--- config.mk ---
export PLATFORM = sky130hd
export DESIGN_NAME = mac_ctl_reg
export DESIGN_NICKNAME = d
export VERILOG_FILES = /design/src/rtl/mac_ctl_pkg.sv /design/src/rtl/mac_ctl_rst_sync.sv /design/src/rtl/mac_ctl_enable.sv /design/src/rtl/mac_ctl_txerr.sv /design/src/rtl/mac_ctl_reg.sv
export SDC_FILE = /design/constraint.sdc
export NUM_CORES = 1
export LEC_CHECK = 0
export BUFFER_PORTS_ARGS = -buffer_cell sky130_fd_sc_hd__buf_2
export CAP_MARGIN = 20
export CORE_AREA = 3 3 40 42
export DETAILED_ROUTE_END_ITERATION = 10
export DIE_AREA = 0 0 43 45
export PLACE_DENSITY_LB_ADDON = 0.3
export SLEW_MARGIN = 25
export SYNTH_ARGS = -nofsm -noshare
export SYNTH_HDL_FRONTEND = slang
export SYNTH_SLANG_ARGS = --single-unit
--- constraint.sdc ---
create_clock -name clk -period 1.52 [get_ports clk]
set_input_delay 0.152 -clock clk [delete_from_list [all_inputs] [get_ports clk]]
set_output_delay 0.152 -clock clk [all_outputs]
set_load 0.1 [all_outputs]
--- src/rtl/mac_ctl_pkg.sv ---
package mac_ctl_pkg;

  localparam int unsigned REG_W   = 16;
  localparam int unsigned NUM_EN  = 3;

  // enable pair indices
  localparam int unsigned EN_STATS = 0;
  localparam int unsigned EN_TX    = 1;
  localparam int unsigned EN_RX    = 2;

  // live status positions
  localparam int unsigned POS_COL   = 0;
  localparam int unsigned POS_CRS   = 1;
  localparam int unsigned POS_BUSY  = 2;
  localparam int unsigned POS_TXERR = 3;

  // strobe and state positions per enable pair
  localparam int unsigned EN_ON_POS  [NUM_EN] = '{5, 8, 12};
  localparam int unsigned EN_OFF_POS [NUM_EN] = '{6, 9, 11};
  localparam int unsigned EN_ST_POS  [NUM_EN] = '{7, 10, 13};

endpackage

--- src/rtl/mac_ctl_rst_sync.sv ---
module mac_ctl_rst_sync #(
  parameter int unsigned STAGES = 2
) (
  input  logic clk,
  input  logic rst_n_async,
  output logic rst_n_sync
);

  logic [STAGES-1:0] sync_q;
  logic [STAGES-1:0] sync_d;

  always_comb begin
    sync_d = {sync_q[STAGES-2:0], 1'b1};
  end

  always_ff @(posedge clk or negedge rst_n_async) begin
    if (!rst_n_async) sync_q <= '0;
    else              sync_q <= sync_d;
  end

  assign rst_n_sync = sync_q[STAGES-1];

endmodule

--- src/rtl/mac_ctl_enable.sv ---
module mac_ctl_enable (
  input  logic clk,
  input  logic rst_n,
  input  logic on_stb,
  input  logic off_stb,
  input  logic force_off,
  output logic en_q
);

  logic en_d;
  logic en_ce;

  assign en_ce = on_stb | off_stb | force_off;

  always_comb begin
    if (force_off || off_stb) en_d = 1'b0;
    else                      en_d = 1'b1;
  end

  always_ff @(posedge clk or negedge rst_n) begin
    if (!rst_n)     en_q <= 1'b0;
    else if (en_ce) en_q <= en_d;
  end


  off_prio_chk: assert property (@(posedge clk) disable iff (!rst_n)
    (on_stb && off_stb) |=> !en_q);


  hold_chk: assert property (@(posedge clk) disable iff (!rst_n)
    (!on_stb && !off_stb && !force_off) |=> $stable(en_q));

endmodule

--- src/rtl/mac_ctl_txerr.sv ---
module mac_ctl_txerr (
  input  logic clk,
  input  logic rst_n,
  input  logic underrun_i,
  input  logic txrst_i,
  output logic err_q
);

  logic err_d;
  logic err_ce;

  assign err_ce = underrun_i | txrst_i;

  always_comb begin
    if (txrst_i) err_d = 1'b0;
    else         err_d = 1'b1;
  end

  always_ff @(posedge clk or negedge rst_n) begin
    if (!rst_n)      err_q <= 1'b0;
    else if (err_ce) err_q <= err_d;
  end


  err_set_chk: assert property (@(posedge clk) disable iff (!rst_n)
    (underrun_i && !txrst_i) |=> err_q);


  err_clr_chk: assert property (@(posedge clk) disable iff (!rst_n)
    txrst_i |=> !err_q);


  err_sticky_chk: assert property (@(posedge clk) disable iff (!rst_n)
    (!underrun_i && !txrst_i) |=> $stable(err_q));

endmodule

--- src/rtl/mac_ctl_reg.sv ---
module mac_ctl_reg
  import mac_ctl_pkg::*;
#(
  parameter int unsigned        ADDR_W     = 8,
  parameter logic [ADDR_W-1:0]  REG_OFFSET = 8'h52
) (
  input  logic              clk,
  input  logic              rst_n,
  input  logic              bus_sel,
  input  logic              bus_wr,
  input  logic [ADDR_W-1:0] bus_addr,
  input  logic [REG_W-1:0]  bus_wdata,
  output logic [REG_W-1:0]  bus_rdata,
  input  logic              col_i,
  input  logic              crs_i,
  input  logic              tx_busy_i,
  input  logic              tx_underrun_i,
  input  logic              tx_reset_i,
  output logic              stats_en_o,
  output logic              tx_en_o,
  output logic              rx_en_o
);

  logic              rst_n_int;
  logic              hit;
  logic              wr_hit;
  logic              rd_hit;
  logic [NUM_EN-1:0] on_stb;
  logic [NUM_EN-1:0] off_stb;
  logic [NUM_EN-1:0] force_off;
  logic [NUM_EN-1:0] en_state;
  logic              tx_err;
  logic [REG_W-1:0]  rd_word;

  mac_ctl_rst_sync #(.STAGES(2)) u_rst_sync (
    .clk         (clk),
    .rst_n_async (rst_n),
    .rst_n_sync  (rst_n_int)
  );

  assign hit    = bus_sel && (bus_addr == REG_OFFSET);
  assign wr_hit = hit && bus_wr;
  assign rd_hit = hit && !bus_wr;

  for (genvar g = 0; g < NUM_EN; g++) begin : g_en
    assign on_stb[g]  = wr_hit && bus_wdata[EN_ON_POS[g]];
    assign off_stb[g] = wr_hit && bus_wdata[EN_OFF_POS[g]];
    if (g == EN_TX) begin : g_force
      assign force_off[g] = tx_underrun_i | tx_reset_i;
    end else begin : g_noforce
      assign force_off[g] = 1'b0;
    end
    mac_ctl_enable u_en (
      .clk       (clk),
      .rst_n     (rst_n_int),
      .on_stb    (on_stb[g]),
      .off_stb   (off_stb[g]),
      .force_off (force_off[g]),
      .en_q      (en_state[g])
    );
  end

  mac_ctl_txerr u_txerr (
    .clk        (clk),
    .rst_n      (rst_n_int),
    .underrun_i (tx_underrun_i),
    .txrst_i    (tx_reset_i),
    .err_q      (tx_err)
  );

  always_comb begin
    rd_word            = '0;
    rd_word[POS_COL]   = col_i;
    rd_word[POS_CRS]   = crs_i;
    rd_word[POS_BUSY]  = tx_busy_i;
    rd_word[POS_TXERR] = tx_err;
    for (int i = 0; i < NUM_EN; i++) begin
      rd_word[EN_ST_POS[i]] = en_state[i];
    end
  end

  assign bus_rdata  = rd_hit ? rd_word : '0;
  assign stats_en_o = en_state[EN_STATS];
  assign tx_en_o    = en_state[EN_TX];
  assign rx_en_o    = en_state[EN_RX];


  underrun_txoff_chk: assert property (@(posedge clk) disable iff (!rst_n_int)
    tx_underrun_i |=> !tx_en_o);


  txrst_txoff_chk: assert property (@(posedge clk) disable iff (!rst_n_int)
    tx_reset_i |=> !tx_en_o);


  miss_rd_zero_chk: assert property (@(posedge clk) disable iff (!rst_n_int)
    !rd_hit |-> (bus_rdata == '0));


  miss_wr_hold_chk: assert property (@(posedge clk) disable iff (!rst_n_int)
    (!wr_hit && !tx_underrun_i && !tx_reset_i) |=> $stable({stats_en_o, tx_en_o, rx_en_o}));

endmodule

; Word-level counts from Yosys, hierarchy flattened
; Cells that the tools add are included.
[word_totals]
reg_bits = 6
latch_bits = 0
mem_bits_rw = 0
romBits = 0
out_inout_bits = 19
mem_count = 0
[classes]
addsub = 0
multipliers = 0
div_mod_pow = 0
order_cmp = 0
eq_ne = 1
shift = 0
n_mux = 5
n_bitwise = 5
n_reduce_logical = 11
[op_table]
columns = op, count
row1 = two-way mux 14 bit, 1
row2 = logical AND 1 bit, 9
row3 = "== test 8 x 7 -> 1 bit, second input constant", 1
row4 = bitwise OR 1 bit, 5
row5 = two-way mux 1 bit, 4
row6 = zero test 1 bit, 1
row7 = logical OR 1 bit, 1

; Logic depth before layout (Yosys ltp)
; Gate-level depths: netlist (run 1).
[logic_depth]
word_depth = 6
mapped_depth = 3
mapped_depth_nobuf = 3

; By module
; Synthesis (run 1) repeated with hierarchy kept, for this count alone.
[hier_totals]
hier_cells = 58
hier_area_um2 = 531.8
[modules_own_cells]
columns = mod, n_inst, cells_per_inst, area_per_inst_um2, seq_area_each_um2
row1 = mac_ctl_reg, 1, 44, 326.6, 0.0
row2 = mac_ctl_enable, 3, 3, 38.8, 25.0
row3 = mac_ctl_rst_sync, 1, 3, 53.8, 50.0
row4 = mac_ctl_txerr, 1, 2, 35.0, 25.0

; Worst setup path after synthesis (run 1)
; No wires, ideal clock.
[synth_timing]
path_kind = reg-to-output
start = register g_en[1].u_en.en_q
end = output bus_rdata[10]
arrival_ns = 1.782
path_slack_ns = -0.414
path_stages_with_launch = 2
path_buffers = 0
cell_sequence = dfrtp_1 and2_1
[synth_via]
elab_chain_cells = 1
[synth_rtl]
columns = element, line_no
row1 = start: declaration, mac_ctl_enable.sv:7  ; output logic en_q
row2 = start signal: assignment, mac_ctl_enable.sv:22  ; else if (en_ce) en_q <= en_d;
row3 = two-way mux 14 bit, mac_ctl_reg.sv:82  ; assign bus_rdata = rd_hit ? rd_word : '0;
row4 = end: declaration, mac_ctl_reg.sv:13  ; output logic [REG_W-1:0] bus_rdata,
; Every way passes these cells.

; Worst setup path in the final report (run 1)
[layout_timing]
start = input bus_addr[0]
end = output bus_rdata[13]
[layout_via]
elab_chain_cells = 4
[layout_rtl]
columns = element, line_no
row1 = start: declaration, mac_ctl_reg.sv:11  ; input logic [ADDR_W-1:0] bus_addr,
row2 = == test 8 x 7 -> 1 bit, mac_ctl_reg.sv:41  ; assign hit = bus_sel && (bus_addr == REG_OFFSET);
row3 = logical AND 1 bit, mac_ctl_reg.sv:41
row4 = logical AND 1 bit, mac_ctl_reg.sv:43  ; assign rd_hit = hit && !bus_wr;
row5 = two-way mux 14 bit, mac_ctl_reg.sv:82
; Every way passes these cells.

==> run metrics, run 1 <==
Critical-path top delay cell=and4bb_2; CTS max path bufs=2; final worst slack=134 ps; final max-slew violation count=0; cell accounting for the most synthesized area=dfrtp_1; RSZ-0062 raised after global routing=false; R2R Path End=g_en[1].u_en.en_q; Switching Share=38.8%; CTS root buf=clkbuf_4; detailed placement HPWL=868 um; post-synthesis simple-gate area fraction=28.7%; vias in the first global route=353; VDD IR max=419 uV; cell count after synthesis=38; crit path launch type=input pin; Post-Synth Adder-Cell Area=0%; delay-heaviest family, CP=simple AND/OR/NAND/NOR gates; DRC=0; CTS tree=yes; clock latency on the worst-skew pair=about 250 ps; I/O pins=52; clock network power share=32.9%; Setup Skew=11.1 ps; GPL Wtd Cong=about 0.67; Synth cell types=14; Logic pwr share=31.7%; Post-Synth XOR/XNOR Area=0%; CP required=1370 ps; CTS sink cnt=6; P_int=0.295 mW; crit path kind=input pin to output pin; drt initial violations=6; Final Core Density=53.2%; post-route antenna net violation count=0; die height=45 um; syn_area_per_cell=10.2 um2; Reg2Reg Depth=2; number of diodes=0; Non-Filler Instances=89; post-route cell area=between 600 and 700 um2; DIE AREA=1940 um2; largest net degree at the start of global routing=8; Async S/R FF share, synth=100%; Synth top area share=around 39%; Ys Warns=0; commonest cells in the netlist=buf_4, and2_1, dfrtp_1; total global routing overflow=0; placement row count=13; WP data arrival=1230 ps; placed cell area=647 um2; Post-Place Cells=84; ratio of cells with drive above 1 in the final layout=66.2%; first-pass GRT wire length=approximately 1500 um; ys flop type=dfrtp_1; Mapped Area=approximately 390 um2; sequential share of the synthesized area=38.7%; DR WL/cell=~11 um; NetSw=0.187 mW; crit-path max cell delay=340 ps; reg2reg start=g_en[1].u_en.en_q; combinational family with the most area after synthesis=simple AND/OR/NAND/NOR gates; mux contribution to synthesized area=0%; total power=0.481 mW; Initial Util=~30%; IO Port Bufs=32; PD cells=slightly above 700 nW/um2; DP Worst Slack=128 ps; CTS clk-pin slew, worst paths=50 ps; largest cells by area after synthesis=dfrtp_1, buf_4, and2_1; synthesis-stage register bit count=6; H-tree depth=1; critical path cell sequence=buf_2, and4bb_2, and3_1, and2_2, buf_12; CTS buffer count=3; post-route setup TNS=0 ps; fmax=722 MHz; DRT Pass-1 Iters=2; die extent in x=43 um; Post-synth EDFFs=0; Final Hold Slack=about 43 ps; final period utilization=91.2%; CP max FO=7; Worst Path Buf+Inv=2; Seq pwr share=a little over a third; Hold Crit Class=flop to asynchronous set/reset pin; Final Hold Viols=0; Worst setup EP type=output pin; MaxCap Viol Count=0; count leader, synth=buf_4; complex-gate fraction of the synthesized area=13.2%; initial antenna violation count=0; setup violators final=0; LEAKAGE=0.348 nW; total vias in the final route=379; Total Wirelength=979 um; Final nets=108; vias per cell=4.26; status=complete, no violations; minimum clock period=roughly 1400 ps; core box area=between 1000 and 1500 um2; Area growth syn-to-layout=76.1%; CTS resizes=0; R2R Setup Slk=630 ps; GRT Overall Usage=10.4%
==> routing by layer <==
metal,up-vias,routed length [um],global-route usage (%)
li1,191,-,-
met1,163,385,12.1
met2,25,465,16.5
met3,0,128,4.38
met4,0,0,5.42
met5,-,0,0
==> logic make-up (layout without fill, tap and decap cells) <==
| family | count (synthesis) | in the layout |
|---|---|---|
| AOI/OAI and AO/OA | 6 | 6 |
| buffers and inverters | 9 | 37 |
| DFF | 6 | 6 |
| other | 2 | 10 |
| and+or+nand+nor | 15 | 15 |
==> cell type report <==
cell class              count  area [um2]
flip-flops and latches      6         154
repair buffers             33         275
fillers                   123         602
clock buffers               4        26.3
well taps                  15        18.8
multi-input cells          31         209
==> placed cells by master, fill, tap and decap left out <==
cell type and n:
a2111oi_2 1, a21oi_1 2, a41oi_1 3, and2_2 7
and2b_2 1, and3_1 1, and3_4 1, and4bb_1 1
and4bb_2 1, buf_12 7, buf_2 25, clkbuf_1 1
clkbuf_4 3, conb_1 10, dfrtp_1 3, dfrtp_2 3
dlygate4sd3_1 1, nor2_1 2, nor4b_1 1
==> repair_timing <==
action / 4_1_cts / 5_1_grt
hold buffers: 1 / 0
buffers inserted: 0 / 0
endpoints found under the hold margin: 2 / 0
==> how the worst max path moves through the flow <==
stage	cells past startpoint	end	startpoint
floorplan	1	bus_rdata[10]	g_en[1].u_en.en_q
global placement	5	bus_rdata[7]	bus_addr[0]
detailed placement	5	bus_rdata[13]	bus_addr[0]
CTS	5	bus_rdata[13]	bus_addr[0]
global route	5	bus_rdata[7]	bus_addr[0]
finish	5	bus_rdata[13]	bus_addr[0]
==> sequential cells by signal, indices dropped and copies added, names as in the netlist <==
signal / flops
g_en.u_en.en_q: 3
u_rst_sync.sync_q: 2
u_txerr.err_q: 1
==> power groups by stage <==
stage               sequential, mW  combinational, mW  clock [mW]
floorplan                    0.183              0.125           0
global placement             0.173              0.149           0
detailed placement           0.173              0.150           0
CTS                          0.170              0.152       0.167
global route                 0.171              0.159       0.178
finish                       0.170              0.153       0.158
(Power assumes the default switching activity.)
==> run 2, diff against run 1 <==
Settings changed: CORE_AREA 3 3 40 42 to unset, CORE_MARGIN set to 3, CORE_UTILIZATION set to 37, DIE_AREA 0 0 43 45 to unset, SYNTH_HIERARCHICAL set to 1.
==> run metrics, run 2 <==
status=finished with violations; violated checks=setup timing; Async S/R FF share, synth=100% (unchanged); final period utilization=102% (+11 points); minimum clock period=1560 ps (+172 ps); reg2reg start=g_en[0].u_en/en_q; post-synthesis simple-gate area fraction=42.6% (+14 points); vias in the first global route=476 (+35%); CTS root buf=clkbuf_4; sequential share of the synthesized area=28.2% (-10 points); Post-Synth XOR/XNOR Area=0% (unchanged); cell accounting for the most synthesized area=dfrtp_1; most frequent cells in the layout=buf_2, inv_1, conb_1; vias per cell=4.46 (+4.8%); DRC=0 (unchanged); FF/Latch Area=154 um2 (unchanged); CP required=1370 ps (about the same); Total Wirelength=1280 um (+30%); drt initial violations=3 (-3); biggest regs=g_en.u_en/en_q (3), u_rst_sync/sync_q (2), u_txerr/err_q (1); R2R Setup Slk=810 ps (+180 ps); Initial Util=40.4% (+10 points); critical path cell sequence=buf_6, or4b_4, buf_6, nor4_4, buf_12; detailed placement HPWL=1060 um (+22%); met1 Use GR=14.5% (+2.4 points); DRT Pass-1 Iters=2 (unchanged); RSZ-0062 raised after global routing=true; Synth cell types=17 (+3); first-pass GRT wire length=1990 um (+36%); WP data arrival=1410 ps (+180 ps); PD cells=540 nW/um2 (-23%); CTS sink cnt=6 (unchanged); Final Hold Viols=0 (unchanged); Filler cells=92 (-25%); commonest non-fill, non-tap cell in the layout=buf_2; GPL Wtd Cong=0.715 (+6.1%); CTS clk-pin slew, worst paths=60 ps (about the same); CP max FO=5 (-2); most used cell, CP=buf_6; crit path kind=input pin to output pin; commonest cells in the netlist=inv_1, buf_4, dfrtp_1, nor4_1, nor4_2; crit-path max cell delay=590 ps (+250 ps); ratio of cells with drive above 1 in the final layout=58.8% (-7.4 points); met3 usage=6.64% (+2.3 points); Area growth syn-to-layout=81.6%; post-route antenna net violation count=0 (unchanged); Top reg by flops=g_en.u_en/en_q; Multi-input gate area=334 um2 (+60%); syn_area_per_cell=9.17 um2 (-10%); Critical-path top delay cell=or4b_4; complex-gate fraction of the synthesized area=1.88% (-11 points); Post-synth EDFFs=0 (unchanged); I/O pins=52 (unchanged); placed cell area=886 um2 (+37%); die height=43.9 um (-2.4%); final worst slack=-37.3 ps (-172 ps); largest cells by area after synthesis=dfrtp_1, nor4_2, buf_4; R2R Path End=g_en[0].u_en/en_q; GRT Overall Usage=14.2% (+3.7 points); die extent in x=43.9 um (+2.1%); Synth top area share=28.2% (-10 points); GR Util met2=25.6% (+9.1 points); IO Port Bufs=32 (unchanged); ys flop type=dfrtp_1; H-tree depth=1 (unchanged); Final Hold Slack=39.8 ps (-3.36 ps); total vias in the final route=522 (+38%); Worst Path Buf+Inv=3 (+1); Reg2Reg Depth=2 (unchanged); synthesis-stage register bit count=6 (unchanged); cell count after synthesis=58 (+53%); Final nets=136 (+26%); CTS max path bufs=2 (unchanged); largest net degree at the start of global routing=14 (+6); total global routing overflow=0 (unchanged); placement row count=13 (unchanged); mux contribution to synthesized area=0% (unchanged); DIE AREA=1930 um2 (-0.36%); MaxCap Viol Count=0 (unchanged); number of diodes=0 (unchanged); Post-Synth Adder-Cell Area=0% (unchanged); Ys Warns=6 (+6); Worst setup EP type=output pin; CTS tree=yes; count leader, synth=inv_1; core box area=1320 um2 (+2.5%); setup violators final=7 (+7); final max-slew violation count=0 (unchanged); crit path launch type=input pin; initial antenna violation count=0 (unchanged); Hold Crit Class=flop to asynchronous set/reset pin; post-route cell area=966 um2 (+41%); Setup Skew=13.1 ps (+2.00 ps); clock latency on the worst-skew pair=250 ps (about the same); LEAKAGE=0.492 nW (+41%); DR WL/cell=10.9 um (-0.85%); delay-heaviest family, CP=simple AND/OR/NAND/NOR gates; busiest grt layer=met2; CTS buffer count=3 (unchanged); Mapped Area=532 um2 (+37%); VDD IR max=580 uV (+38%); fmax=642 MHz (-11%); max FFs per register=3 (unchanged); combinational family with the most area after synthesis=simple AND/OR/NAND/NOR gates
-- run 2: cell types whose count changed after synthesis, sizes merged, moves of 3 or more --
cell / previous run / this run
a41oi: 3 / 0
buf: 9 / 12
nor4: 0 / 13
and2: 7 / 0
inv: 0 / 13
nor3: 0 / 3
-- run 2: metal layers --
metal / routed length [um] / part of all wire, % / vias up
met3: 123 / 9.6 / 0
li1: - / - / 262
met1: 454 / 36 / 237
met5: 0 / 0 / -
met4: 0 / 0 / 0
met2: 699 / 55 / 23
-- run 2: layout make-up --
class                      count  share of cell area (%)
multi-input combinational     37                    34.6
inverter                      13                    5.05
tap                           15                    1.94
clock buffer                   4                    2.72
timing repair buffer          42                    39.8
sequential                     6                    15.9
-- run 2: repair_timing --
item	4_1_cts	5_1_grt
endpoints found under the setup margin	7	6
hold buffers	1	0
pin swaps	1	3
setup buffers	0	2
gates resized for setup	2	1
hold endpoints to repair	2	0
-- run 2: cells by family after synthesis --
kind of cell	after synthesis
DFF	6
and+or+nand+nor	24
buffers and inverters	25
AOI/OAI and AO/OA	1
other	2
-- run 2: worst max path at each step --
stage / from / endpoint / slack [ps] / cells past startpoint
2_1_floorplan: bus_addr[0] / bus_rdata[10] / -580 / 3
3_3_place_gp: bus_addr[0] / bus_rdata[0] / -80 / 5
5_1_grt: bus_wr / bus_rdata[10] / -80 / 5
4_1_cts: bus_addr[0] / bus_rdata[10] / -90 / 4
6_report: bus_wr / bus_rdata[2] / -40 / 5
3_5_place_dp: bus_addr[0] / bus_rdata[2] / -120 / 5
-- run 2: where the power goes --
group / switching [mW] / internal, mW
Clock: 0.0642 / 0.0998
Combinational: 0.139 / 0.0511
Sequential: 0.00334 / 0.165
-- run 2: metrics by stage --
stage	TNS (ps)	power [mW]	std cells	utilization, %	setup WS, ps
global placement	-495	0.349	110	67.2	-82.7
finish	-207	0.522	117	73.3	-37.3
detailed placement	-648	0.351	110	67.2	-117
CTS	-466	0.524	115	70.8	-87.3
global route	-495	0.549	117	73.3	-79.6
floorplan	-3560	0.324	68	-	-581
